File: config.mk
export PLATFORM = sky130hd
export DESIGN_NAME = pwm_trip_gen
export DESIGN_NICKNAME = d
export VERILOG_FILES = /design/src/rtl/pwm_act_pkg.sv /design/src/rtl/pwm_trip_ctl.sv /design/src/rtl/pwm_evt_det.sv /design/src/rtl/pwm_out_gen.sv /design/src/rtl/pwm_trip_gen.sv
export SDC_FILE = /design/constraint.sdc
export NUM_CORES = 1
export LEC_CHECK = 0
export BUFFER_PORTS_ARGS = -buffer_cell sky130_fd_sc_hd__buf_2
export CELL_PAD_IN_SITES_DETAIL_PLACEMENT = 0
export CELL_PAD_IN_SITES_GLOBAL_PLACEMENT = 2
export CORE_ASPECT_RATIO = 0.5
export CORE_MARGIN = 2
export CORE_UTILIZATION = 18
export CTS_BUF_LIST = sky130_fd_sc_hd__clkbuf_8
export DETAILED_ROUTE_END_ITERATION = 6
export GPL_TIMING_DRIVEN = 0
export PLACE_DENSITY_LB_ADDON = 0.3
export SETUP_SLACK_MARGIN = 0.5
export SYNTH_ARGS = -nofsm -noshare
export SYNTH_HDL_FRONTEND = slang
export SYNTH_HIERARCHICAL = 1
export SYNTH_SLANG_ARGS = --single-unit
File: constraint.sdc
create_clock -name clk -period 4.5 [get_ports clk]
set_clock_uncertainty 0.2 [all_clocks]
set_input_delay 0.9 -clock clk [delete_from_list [all_inputs] [get_ports clk]]
set_output_delay 0.9 -clock clk [all_outputs]
set_load 0.01 [all_outputs]
File: src/rtl/pwm_act_pkg.sv
package pwm_act_pkg;
  typedef enum logic [1:0] {
    ACT_HOLD   = 2'd0,
    ACT_LOW    = 2'd1,
    ACT_HIGH   = 2'd2,
    ACT_TOGGLE = 2'd3
  } act_e;

  localparam int NUM_EV    = 4;
  localparam int EV_ZERO   = 0;
  localparam int EV_PERIOD = 1;
  localparam int EV_CMPA   = 2;
  localparam int EV_CMPB   = 3;
  localparam int EV_TBL_W  = NUM_EV * 4;

  // Next output level for an action code.
  function automatic logic act_apply(input logic cur, input logic [1:0] code);
    case (act_e'(code))
      ACT_LOW:    return 1'b0;
      ACT_HIGH:   return 1'b1;
      ACT_TOGGLE: return ~cur;
      default:    return cur;
    endcase
  endfunction

  // Code for event ev and direction from a per-output event table.
  function automatic logic [1:0] ev_code(input logic [EV_TBL_W-1:0] tbl,
                                         input logic [1:0] ev, input logic up);
    int base;
    base = int'(ev) * 4 + (up ? 0 : 2);
    return tbl[base +: 2];
  endfunction

  // Code for a trip table (up in [1:0], down in [3:2]).
  function automatic logic [1:0] trip_code(input logic [3:0] tbl, input logic up);
    return up ? tbl[1:0] : tbl[3:2];
  endfunction
endpackage

File: src/rtl/pwm_trip_ctl.sv
module pwm_trip_ctl #(
  parameter int NFAULT = 3
) (
  input  logic              clk,
  input  logic              rst_n,
  input  logic [NFAULT-1:0] fault_in,
  input  logic [NFAULT-1:0] flt_en,
  input  logic [NFAULT-1:0] flt_pol,
  input  logic [NFAULT-1:0] ost_sel,
  input  logic [NFAULT-1:0] cbc_sel,
  input  logic              ost_clr,
  input  logic              tez,
  output logic              ost_hit,
  output logic              cbc_hit,
  output logic              ost_eff,
  output logic              cbc_eff,
  output logic              ost_q,
  output logic              cbc_q
);
  logic [NFAULT-1:0] flt_act;

  for (genvar i = 0; i < NFAULT; i++) begin : g_qual
    assign flt_act[i] = flt_en[i] & (fault_in[i] == flt_pol[i]);
  end

  assign ost_hit = |(flt_act & ost_sel);
  assign cbc_hit = |(flt_act & cbc_sel);
  assign ost_eff = ost_hit | ost_q;
  assign cbc_eff = cbc_hit | (cbc_q & ~tez);

  always_ff @(posedge clk or negedge rst_n) begin
    if (!rst_n) begin
      ost_q <= 1'b0;
      cbc_q <= 1'b0;
    end else begin
      ost_q <= ost_hit | (ost_q & ~ost_clr);
      cbc_q <= cbc_hit | (cbc_q & ~tez);
    end
  end
endmodule

File: src/rtl/pwm_evt_det.sv
module pwm_evt_det #(
  parameter int CNT_W = 16
) (
  input  logic [CNT_W-1:0] cnt,
  input  logic [CNT_W-1:0] cmp_a,
  input  logic [CNT_W-1:0] cmp_b,
  input  logic             tez,
  input  logic             tep,
  output logic             any_ev,
  output logic [1:0]       sel_ev
);
  import pwm_act_pkg::*;

  logic hit_a, hit_b;
  assign hit_a  = (cnt == cmp_a);
  assign hit_b  = (cnt == cmp_b);
  assign any_ev = tez | tep | hit_a | hit_b;

  always_comb begin
    if (tep)        sel_ev = 2'(EV_PERIOD);
    else if (tez)   sel_ev = 2'(EV_ZERO);
    else if (hit_b) sel_ev = 2'(EV_CMPB);
    else            sel_ev = 2'(EV_CMPA);
  end
endmodule

File: src/rtl/pwm_out_gen.sv
module pwm_out_gen
  import pwm_act_pkg::*;
(
  input  logic                clk,
  input  logic                rst_n,
  input  logic                cnt_up,
  input  logic                any_ev,
  input  logic [1:0]          sel_ev,
  input  logic [EV_TBL_W-1:0] ev_tbl,
  input  logic                ost_eff,
  input  logic                cbc_eff,
  input  logic [3:0]          ost_tbl,
  input  logic [3:0]          cbc_tbl,
  output logic                pwm_q
);
  logic [1:0] code;

  always_comb begin
    if (ost_eff)      code = trip_code(ost_tbl, cnt_up);
    else if (cbc_eff) code = trip_code(cbc_tbl, cnt_up);
    else if (any_ev)  code = ev_code(ev_tbl, sel_ev, cnt_up);
    else              code = ACT_HOLD;
  end

  always_ff @(posedge clk or negedge rst_n) begin
    if (!rst_n) pwm_q <= 1'b0;
    else        pwm_q <= act_apply(pwm_q, code);
  end
endmodule

File: src/rtl/pwm_trip_gen.sv
module pwm_trip_gen #(
  parameter int CNT_W  = 16,
  parameter int NFAULT = 3
) (
  input  logic              clk,
  input  logic              rst_n,
  input  logic [CNT_W-1:0]  cnt,
  input  logic              cnt_up,
  input  logic              tez,
  input  logic              tep,
  input  logic [CNT_W-1:0]  cmp_a,
  input  logic [CNT_W-1:0]  cmp_b,
  input  logic [NFAULT-1:0] fault_in,
  input  logic [NFAULT-1:0] flt_en,
  input  logic [NFAULT-1:0] flt_pol,
  input  logic [NFAULT-1:0] ost_sel,
  input  logic [NFAULT-1:0] cbc_sel,
  input  logic              ost_clr,
  input  logic [15:0]       ev_act_a,
  input  logic [15:0]       ev_act_b,
  input  logic [3:0]        ost_act_a,
  input  logic [3:0]        ost_act_b,
  input  logic [3:0]        cbc_act_a,
  input  logic [3:0]        cbc_act_b,
  output logic              pwm_a,
  output logic              pwm_b,
  output logic              ost_active,
  output logic              cbc_active
);
  localparam int NOUT = 2;

  logic       ost_hit, cbc_hit, ost_eff, cbc_eff;
  logic       any_ev;
  logic [1:0] sel_ev;

  logic [15:0]     ev_tbl  [NOUT];
  logic [3:0]      ost_tbl [NOUT];
  logic [3:0]      cbc_tbl [NOUT];
  logic [NOUT-1:0] pwm_vec;

  assign ev_tbl[0]  = ev_act_a;
  assign ev_tbl[1]  = ev_act_b;
  assign ost_tbl[0] = ost_act_a;
  assign ost_tbl[1] = ost_act_b;
  assign cbc_tbl[0] = cbc_act_a;
  assign cbc_tbl[1] = cbc_act_b;

  pwm_trip_ctl #(.NFAULT(NFAULT)) u_trip (
    .clk(clk), .rst_n(rst_n), .fault_in(fault_in), .flt_en(flt_en),
    .flt_pol(flt_pol), .ost_sel(ost_sel), .cbc_sel(cbc_sel),
    .ost_clr(ost_clr), .tez(tez), .ost_hit(ost_hit), .cbc_hit(cbc_hit),
    .ost_eff(ost_eff), .cbc_eff(cbc_eff), .ost_q(ost_active), .cbc_q(cbc_active)
  );

  pwm_evt_det #(.CNT_W(CNT_W)) u_evt (
    .cnt(cnt), .cmp_a(cmp_a), .cmp_b(cmp_b), .tez(tez), .tep(tep),
    .any_ev(any_ev), .sel_ev(sel_ev)
  );

  for (genvar k = 0; k < NOUT; k++) begin : g_out
    pwm_out_gen u_gen (
      .clk(clk), .rst_n(rst_n), .cnt_up(cnt_up), .any_ev(any_ev),
      .sel_ev(sel_ev), .ev_tbl(ev_tbl[k]), .ost_eff(ost_eff),
      .cbc_eff(cbc_eff), .ost_tbl(ost_tbl[k]), .cbc_tbl(cbc_tbl[k]),
      .pwm_q(pwm_vec[k])
    );
  end

  assign pwm_a = pwm_vec[0];
  assign pwm_b = pwm_vec[1];
endmodule

# [Word level (Yosys, flattened, before mapping)]
# Index checks and enable logic that the tools add are counted.
[classes] add_sub_neg=1 order_cmp=0 shifts=2 mux=16 n_div=0 eq_ne=11 multipliers=0 bitwise=17 reduce_logical=4
[ops] operator="$shiftx 16x32->2" count=2
[ops] operator="$add 5x32->32" count=1
[ops] operator="$eq 16x16->1" count=2
[ops] operator="$mux 2" count=13
[ops] operator="$eq 2x2->1 const B" count=4
[ops] operator="$and 3x3->3" count=2
[ops] operator="$or 1x1->1" count=6
[ops] operator="$pmux 1 s3" count=2
[ops] operator="$reduce_bool 3->1" count=2
[ops] operator="$reduce_or 3->1" count=2
[ops] operator="$and 1x1->1" count=5
[ops] operator="$eq 2x1->1 const B" count=2
[ops] operator="$not 1->1" count=4
[ops] operator="$eq 1x1->1" count=3
[ops] operator="$mux 1" count=1
[totals] inputBits=117 elab_cells=55 mem_bits_rw=0 mem_bits_ro=0 output_inout_bits=4 reg_bits=4 n_memories=0 latchBits=0

# [Depth between registers and ports, before layout]
# Gate-level depths: netlist of the first run.
[logic_depth] depth_word=11 depth_mapped=9 ltp_nobuf=8

# [Modules after synthesis]
# The synthesis of the first run kept the hierarchy.
[by_module_without_submodules] module="pwm_out_gen" cells_per_inst=30 area_per_inst_um2=295.3 instances=2
[by_module_without_submodules] module="pwm_evt_det" cells_per_inst=45 area_per_inst_um2=369.1 instances=1
[by_module_without_submodules] module="pwm_trip_ctl" cells_per_inst=18 area_per_inst_um2=153.9 instances=1

# [Worst setup path before layout of the first run]
# No wires, ideal clock.
[synth_path] path_type="input to register" start="input port cmp_b[15]" end="register g_out[0].u_gen.pwm_q" t_arrival_ns=2.697 cell_stages=9 slack_ns=1.458 t_required_ns=4.154 path_cell_list="xor2_1 > nor4_1 > nand4_1 > o21bai_2 > clkbuf_1 > mux2_2 > or3_1 > a31oi_1 > a311oi_2"
[synth_between] elab_chain_cells=11 word_cells_on_any_way=15 classes_between="1 x add/sub; 4 x eq/ne; 1 x shift; 7 x mux; 1 x bitwise; 1 x reduce/logical"
[synth_rtl] item="from (decl)" line="pwm_trip_gen.sv:12" text="input logic [CNT_W-1:0] cmp_b,"
[synth_rtl] item="$eq 16x16->1 (*)" line="pwm_evt_det.sv:16" text="assign hit_b = (cnt == cmp_b);"
[synth_rtl] item="$mux 1 (*)" line="pwm_evt_det.sv:22" text="else if (hit_b) sel_ev = 2'(EV_CMPB);"
[synth_rtl] item="$mux 2 (*)" line="pwm_evt_det.sv:21" text="else if (tez) sel_ev = 2'(EV_ZERO);"
[synth_rtl] item="$mux 2 (*)" line="pwm_evt_det.sv:20" text="if (tep) sel_ev = 2'(EV_PERIOD);"
[synth_rtl] item="via sel_ev[0]" line="pwm_trip_gen.sv:34" text="logic [1:0] sel_ev;"
[synth_rtl] item="$add 5x32->32 (*)" line="pwm_act_pkg.sv:30" text="base = int'(ev) * 4 + (up ? 0 : 2);"
[synth_rtl] item="$shiftx 16x32->2 (*)" line="pwm_act_pkg.sv:31" text="return tbl[base +: 2];"
[synth_rtl] item="$mux 2 (*)" line="pwm_out_gen.sv:21" text="else if (any_ev) code = ev_code(ev_tbl, sel_ev, cnt_up);"
[synth_rtl] item="$mux 2 (*)" line="pwm_out_gen.sv:20" text="else if (cbc_eff) code = trip_code(cbc_tbl, cnt_up);"
[synth_rtl] item="$mux 2 (*)" line="pwm_out_gen.sv:19" text="if (ost_eff) code = trip_code(ost_tbl, cnt_up);"
[synth_rtl] item="$eq 2x2->1 or $eq 2x1->1 (tied branches)" line="pwm_act_pkg.sv:18" text="case (act_e'(code))"
[synth_rtl] item="$pmux 1 s3 or $reduce_bool 3->1 (tied branches)"
[synth_rtl] item="to (signal assigned)" line="pwm_out_gen.sv:27" text="else pwm_q <= act_apply(pwm_q, code);"
[synth_rtl] item="to (decl)" line="pwm_out_gen.sv:14" text="output logic pwm_q"
# The timed path passes the listed nets; every way through them passes the cells marked *.
# A chain may end at the register's enable or synchronous reset.

# [Worst setup path in the final report of the first run]
[layout_path] start="input port cnt[15]" end="register g_out[0].u_gen.pwm_q"
[layout_between] elab_chain_cells=11 word_cells_on_any_way=17 classes_between="1 x add/sub; 5 x eq/ne; 1 x shift; 7 x mux; 2 x bitwise; 1 x reduce/logical"
[layout_rtl] item="from (decl)" line="pwm_trip_gen.sv:7" text="input logic [CNT_W-1:0] cnt,"
[layout_rtl] item="$eq 16x16->1 (*)" line="pwm_evt_det.sv:16"
[layout_rtl] item="$mux 1 (*)" line="pwm_evt_det.sv:22"
[layout_rtl] item="$mux 2 (*)" line="pwm_evt_det.sv:21"
[layout_rtl] item="$mux 2 (*)" line="pwm_evt_det.sv:20"
[layout_rtl] item="via sel_ev[0]" line="pwm_trip_gen.sv:34"
[layout_rtl] item="$add 5x32->32 (*)" line="pwm_act_pkg.sv:30"
[layout_rtl] item="$shiftx 16x32->2 (*)" line="pwm_act_pkg.sv:31"
[layout_rtl] item="$mux 2 (*)" line="pwm_out_gen.sv:21"
[layout_rtl] item="$mux 2 (*)" line="pwm_out_gen.sv:20"
[layout_rtl] item="$mux 2 (*)" line="pwm_out_gen.sv:19"
[layout_rtl] item="$eq 2x2->1 or $eq 2x1->1 (tied branches)" line="pwm_act_pkg.sv:18"
[layout_rtl] item="$pmux 1 s3 or $reduce_bool 3->1 (tied branches)"
# Marks and branches as above.

==> out/metrics.yaml, run 1 <==
firstDrtPassIters: 4
critical_path.slowest_cell: "mux2_2"
overflow: 0
cp-end-kind: "register"
postCtsHoldBufs: 0
dieHeight_um: 59.43
rows: 20
cts.htree.levels: 1
final_cell_area_sq_um: 1844
clock-root-buffer: "clkbuf_8"
grt_pass1_vias: 1330
synth.avg_cell_area_sq_um: 9.141
cts_setup_buffers: 0
busiest_layer: "met2"
hold_viol: 0
die_w_um: 114.9
use_met3_pct: 2.249
rsz0062_at_grt: "false"
max_freq_ghz: 0.3101
cts_max_path_buffers: 2
worst_setup_path_start_kind: "input pin"
syn_area_sq_um: 1106
grt_max_degree: 14
gp_congestion: 0.6913
path_clk_slew_ns: 0.03
initial_core_util_pct: 18.42
worst-setup-path-type: "in2reg"
vias_per_cell: 4.234
drive_gt1_share_pct: 57.79
dpl.hpwl_mm: 3.377
area_growth_pct: 66.74
wl_per_cell_um: 11.47
synthCells: 121
grt_usage_pct: 10.43
gr-usage-met2_pct: 19.41
dieArea_sq_um: 6826
min_period_ns: 3.225
setup_viol: 0
worstSkewPairLatency_ns: 0.22
postLayoutCoreUtil_pct: 30.71
num_io_pins: 121
n_fill_cell: 655
synth.net_count: 238
cts_sinks: 4
cts_resized: 0
yosys_warnings: 6
peakVddDrop_mv: 0.05215
cp_slowest_stage_delay_ns: 0.37
worst_pin_slew_ns: 0.7384
finalCritPeriodShare_pct: 71.66
timing.final.max_slew_violations: 0
placed_cell_area_sq_um: 1803
core_area_sq_um: 6006
diodes: 0
max_cap_violations: 0
p_leak_nw: 0.9278
holdCritPathClass: "in2async"
cts_tree: "built"
status: "finished clean"
power_density_nw_per_um2: 176.0
ant_nets: 0
routed_wl_mm: 3.683
grt_use_met1_pct: 12.43
grt_pass1_wl_mm: 5.713
via_count: 1359
antenna_found_initial: 0
cp_max_fo: 7
nNetsFinal: 363
drc: 0
arrival_ns: 3.10
drt-initial-drc-count: 59
port_buffers: 120
required_ns: 4.37
cts_made_buffers: 3
finalSetupTns_ns: 0
crit_chain: "buf_2, xor2_1, nor4_1, nand4_1, o21bai_2, clkbuf_1, mux2_2, or3_1, a31oi_1, a311oi_2"
relSlewSlack_pct: 50.59
## critical path, delay by kind of cell
family          cells  cell delay (ns)
compound gates      3             0.44
xor+xnor            1             0.13
buf+inv             2             0.43
mux                 1             0.37
simple gates        3             0.81
## layer usage
layer  wire length (um)  part of all wire [%]
met1               1522                    41
met2               1827                    50
met3                332                   9.0
met4                  0                     0
met5                  0                     0
## cell usage in the layout, fill, tap and decap left out, types with 3 or more instances in the layout
cell      instances
clkbuf_8          3
buf_2           120
nor4_1            7
xor2_1           32
nand3_1           5
mux2_2            8
nand2b_1          4
dfrtp_1           4
mux2i_1           8
inv_1             6
xnor2_1           3
a31oi_1           6
## state kept, by name, indices dropped and copies added (netlist names)
register and cells:
u_trip/cbc_q 1, u_trip/ost_q 1, g_out.u_gen/pwm_q 2
## report_power, final
part	total (mW)	leakage (nW)	internal [mW]	switching (mW)
Sequential	0.0575	0.0466	0.0473	0.0102
Combinational	0.191	0.860	0.107	0.0838
Clock	0.0759	0.0216	0.0571	0.0189
## cell type report
class	instances	area, sq um	area share, %
inverters	6	22.52	1.221
multi-input cells	107	953.4	51.70
well taps	77	96.34	5.224
plain buffers	4	30.03	1.628
flip-flops and latches	4	100.1	5.427
clock buffers	3	41.29	2.239
repair buffers	120	600.6	32.56
## through the flow
| stage | hold slack (ns) | setup slack [ns] | std cells | total power [mW] |
|---|---|---|---|---|
| after detailed placement | 0.3209 | 0.9914 | 318 | 0.2512 |
| after global routing | 0.2854 | 1.061 | 321 | 0.3534 |
| final | 0.2874 | 1.275 | 321 | 0.3246 |
| after global placement | 0.3007 | 1.023 | 318 | 0.2499 |
| after CTS | 0.2858 | 1.209 | 321 | 0.3291 |
| after floorplan | 0.3452 | 1.458 | 121 | 0.1628 |
## path summary, 6_finish.rpt
| kind | slack [ns] | startpoint | cells after the start | to |
|---|---|---|---|---|
| hold reg to reg | 0.33 | u_trip/ost_q | 2 | u_trip/ost_q |
| max in group asynchronous | 3.69 | rst_n | 1 | u_trip/cbc_q |
| hold / removal | 0.29 | rst_n | 1 | u_trip/ost_q |
| min in group clk | 0.33 | u_trip/ost_q | 2 | u_trip/ost_q |
| setup / recovery | 1.28 | cnt[15] | 10 | g_out[0].u_gen/pwm_q |
| setup reg to reg | 2.83 | u_trip/ost_q | 4 | g_out[0].u_gen/pwm_q |
(Power assumes the default switching activity.)
==> run 2: changes to the inputs <==
- CORE_UTILIZATION: 18 -> 17
- clock period: 4.5 -> 3.2 ns (I/O delays scaled with it)
==> run 2 against run 1 <==
Sequential power rose by 42%; global-route usage rose by 0.36 points; non-clock buffer count rose by 8; first-iteration DRC count fell by 69%; wire length rose by 8.6%; hold slack got worse by 0.26 ns; critical path type unchanged.
==> out/metrics.yaml, run 2 (same netlist as run 1, synthesis figures left out) <==
cts_sinks: 4  # unchanged
path_clk_slew_ns: 0.03  # about the same
dieHeight_um: 61.04  # +2.7%
worst-setup-path-type: "in2reg"
via_count: 1416  # +4.2%
pre_cts_ws_ns: -0.03279  # -1.024 ns
final_cell_mix: "116 x buf_2, 31 x xor2_1, 7 x buf_6, 7 x mux2i_1, 7 x buf_4"
diodes: 0  # unchanged
dieArea_sq_um: 7206  # +5.6%
die_w_um: 118.1  # +2.8%
whs_ns: 0.02358  # -0.2639 ns
p_leak_nw: 1.005  # +8.3%
mostFrequentLayoutCell: "buf_2"
grt_max_degree: 14  # unchanged
dpl.hpwl_mm: 3.488  # +3.3%
clock-root-buffer: "clkbuf_8"
holdCritPathClass: "in2async"
rows: 20  # unchanged
final_cell_area_sq_um: 2068  # +12%
initial_core_util_pct: 17.89  # -0.52 points
worst_pin_slew_ns: 0.8345  # +0.09609 ns
crit_start: "cnt[15]"
ant_nets: 0  # unchanged
cts_tree: "built"
dpl.cell_count: 329  # +3.5%
fin_ws_ns: 0.4262  # -0.8490 ns
cp_max_fo: 4  # -3
finalCritPeriodShare_pct: 86.68
reg2reg_from: "u_trip/cbc_q"
wl_per_cell_um: 11.76  # +2.5%
core_area_sq_um: 6181  # +2.9%
fin_cells: 340  # +5.9%
max_freq_ghz: 0.3605
drc: 0  # unchanged
max_cap_violations: 0  # unchanged
overflow: 0  # unchanged
port_buffers: 120  # unchanged
drive_gt1_share_pct: 63.89  # +6.1 points
grt_usage_pct: 10.79  # +0.36 points
nNetsFinal: 371  # +2.2%
cts.htree.levels: 1  # unchanged
firstDrtPassIters: 4  # unchanged
worst_setup_path_start_kind: "input pin"
power_density_nw_per_um2: 239.4  # +36%
peakVddDrop_mv: 0.1059  # +100%
rsz0062_at_grt: "true"
area_growth_pct: 86.99
largest_reg_flops: 2  # unchanged
antenna_found_initial: 0  # unchanged
hold_viol: 0  # unchanged
timing.final.max_slew_violations: 0  # unchanged
cts_made_buffers: 3  # unchanged
gp_congestion: 0.6901  # -0.17%
cp-end-kind: "register"
postLayoutCoreUtil_pct: 33.46  # +2.8 points
reg2reg_depth: 6  # +2
drt-initial-drc-count: 18  # -69%
setup_viol: 0  # unchanged
worstSkewPairLatency_ns: 0.22  # about the same
grt_pass1_wl_mm: 6.272  # +9.8%
required_ns: 3.07  # -1.30 ns
vias_per_cell: 4.165  # -1.6%
routed_wl_mm: 4.000  # +8.6%
cts_max_path_buffers: 2  # unchanged
reg_top3: "g_out.u_gen/pwm_q x2, u_trip/cbc_q x1, u_trip/ost_q x1"
status: "finished clean"
placed_cell_area_sq_um: 1819  # +0.90%
arrival_ns: 2.64  # -0.46 ns
relSlewSlack_pct: 44.16  # -6.4 points
min_period_ns: 2.774
largest-register: "g_out.u_gen/pwm_q"
grt_pass1_vias: 1419  # +6.7%
num_io_pins: 121  # unchanged
==> run 2: area by class of cell <==
type / count / area [sq um]
Multi-Input combinational cell: 107 / 1055
Buffer: 4 / 50.05
Clock buffer: 3 / 41.29
Sequential cell: 4 / 100.1
Fill cell: 674 / 4113
Timing Repair Buffer: 128 / 689.4
Inverter: 6 / 22.52
Tap cell: 88 / 110.1
==> run 2: critical path: stages <==
cell and delay, ns:
buf_6 0.09, xor2_1 0.16, nor4_2 0.30, nand4_1 0.21
o21bai_2 0.20, clkbuf_8 0.17, mux2_4 0.29, or3_4 0.34
a31oi_4 0.17, a311oi_2 0.06
==> run 2: final timing paths <==
| path | to | slack [ns] |
|---|---|---|
| worst max-delay path | g_out[0].u_gen/pwm_q | 0.43 |
| worst min-delay path | u_trip/cbc_q | 0.02 |
| worst max register to register | g_out[0].u_gen/pwm_q | 1.40 |
| worst min register to register | u_trip/ost_q | 0.34 |
| max in group asynchronous | g_out[0].u_gen/pwm_q | 2.66 |
| min in group clk | u_trip/ost_q | 0.34 |
==> run 2: through the flow <==
step	setup TNS, ns	power, mW
after CTS	0	0.4759
after global routing	0	0.5383
after detailed placement	-0.05602	0.3579
final	0	0.4951
after global placement	0	0.3520
after floorplan	0	0.2293
==> run 2: metal layers <==
| layer | track usage, % | share of wire [%] | up-vias | wire length, um |
|---|---|---|---|---|
| li1 | - | - | 728 | - |
| met1 | 12.97 | 41 | 633 | 1652 |
| met2 | 20.73 | 51 | 53 | 2042 |
| met3 | 2.593 | 7.0 | 2 | 279 |
| met4 | 1.549 | 0.63 | 0 | 25 |
| met5 | 0 | 0 | - | 0 |
==> run 2: where the power goes <==
part	internal [mW]	total [mW]	switching [mW]	leakage (nW)
Sequential	0.0666	0.0817	0.0152	0.0466
Clock	0.0801	0.105	0.0248	0.0216
Combinational	0.173	0.309	0.136	0.937
==> run 2: repair_timing <==
action / CTS / global route
resized for setup: 8 / 18
setup endpoints to repair: 2 / 2
pin swaps: 10 / 6
hold buffers: 0 / 0
setup buffers: 6 / 2
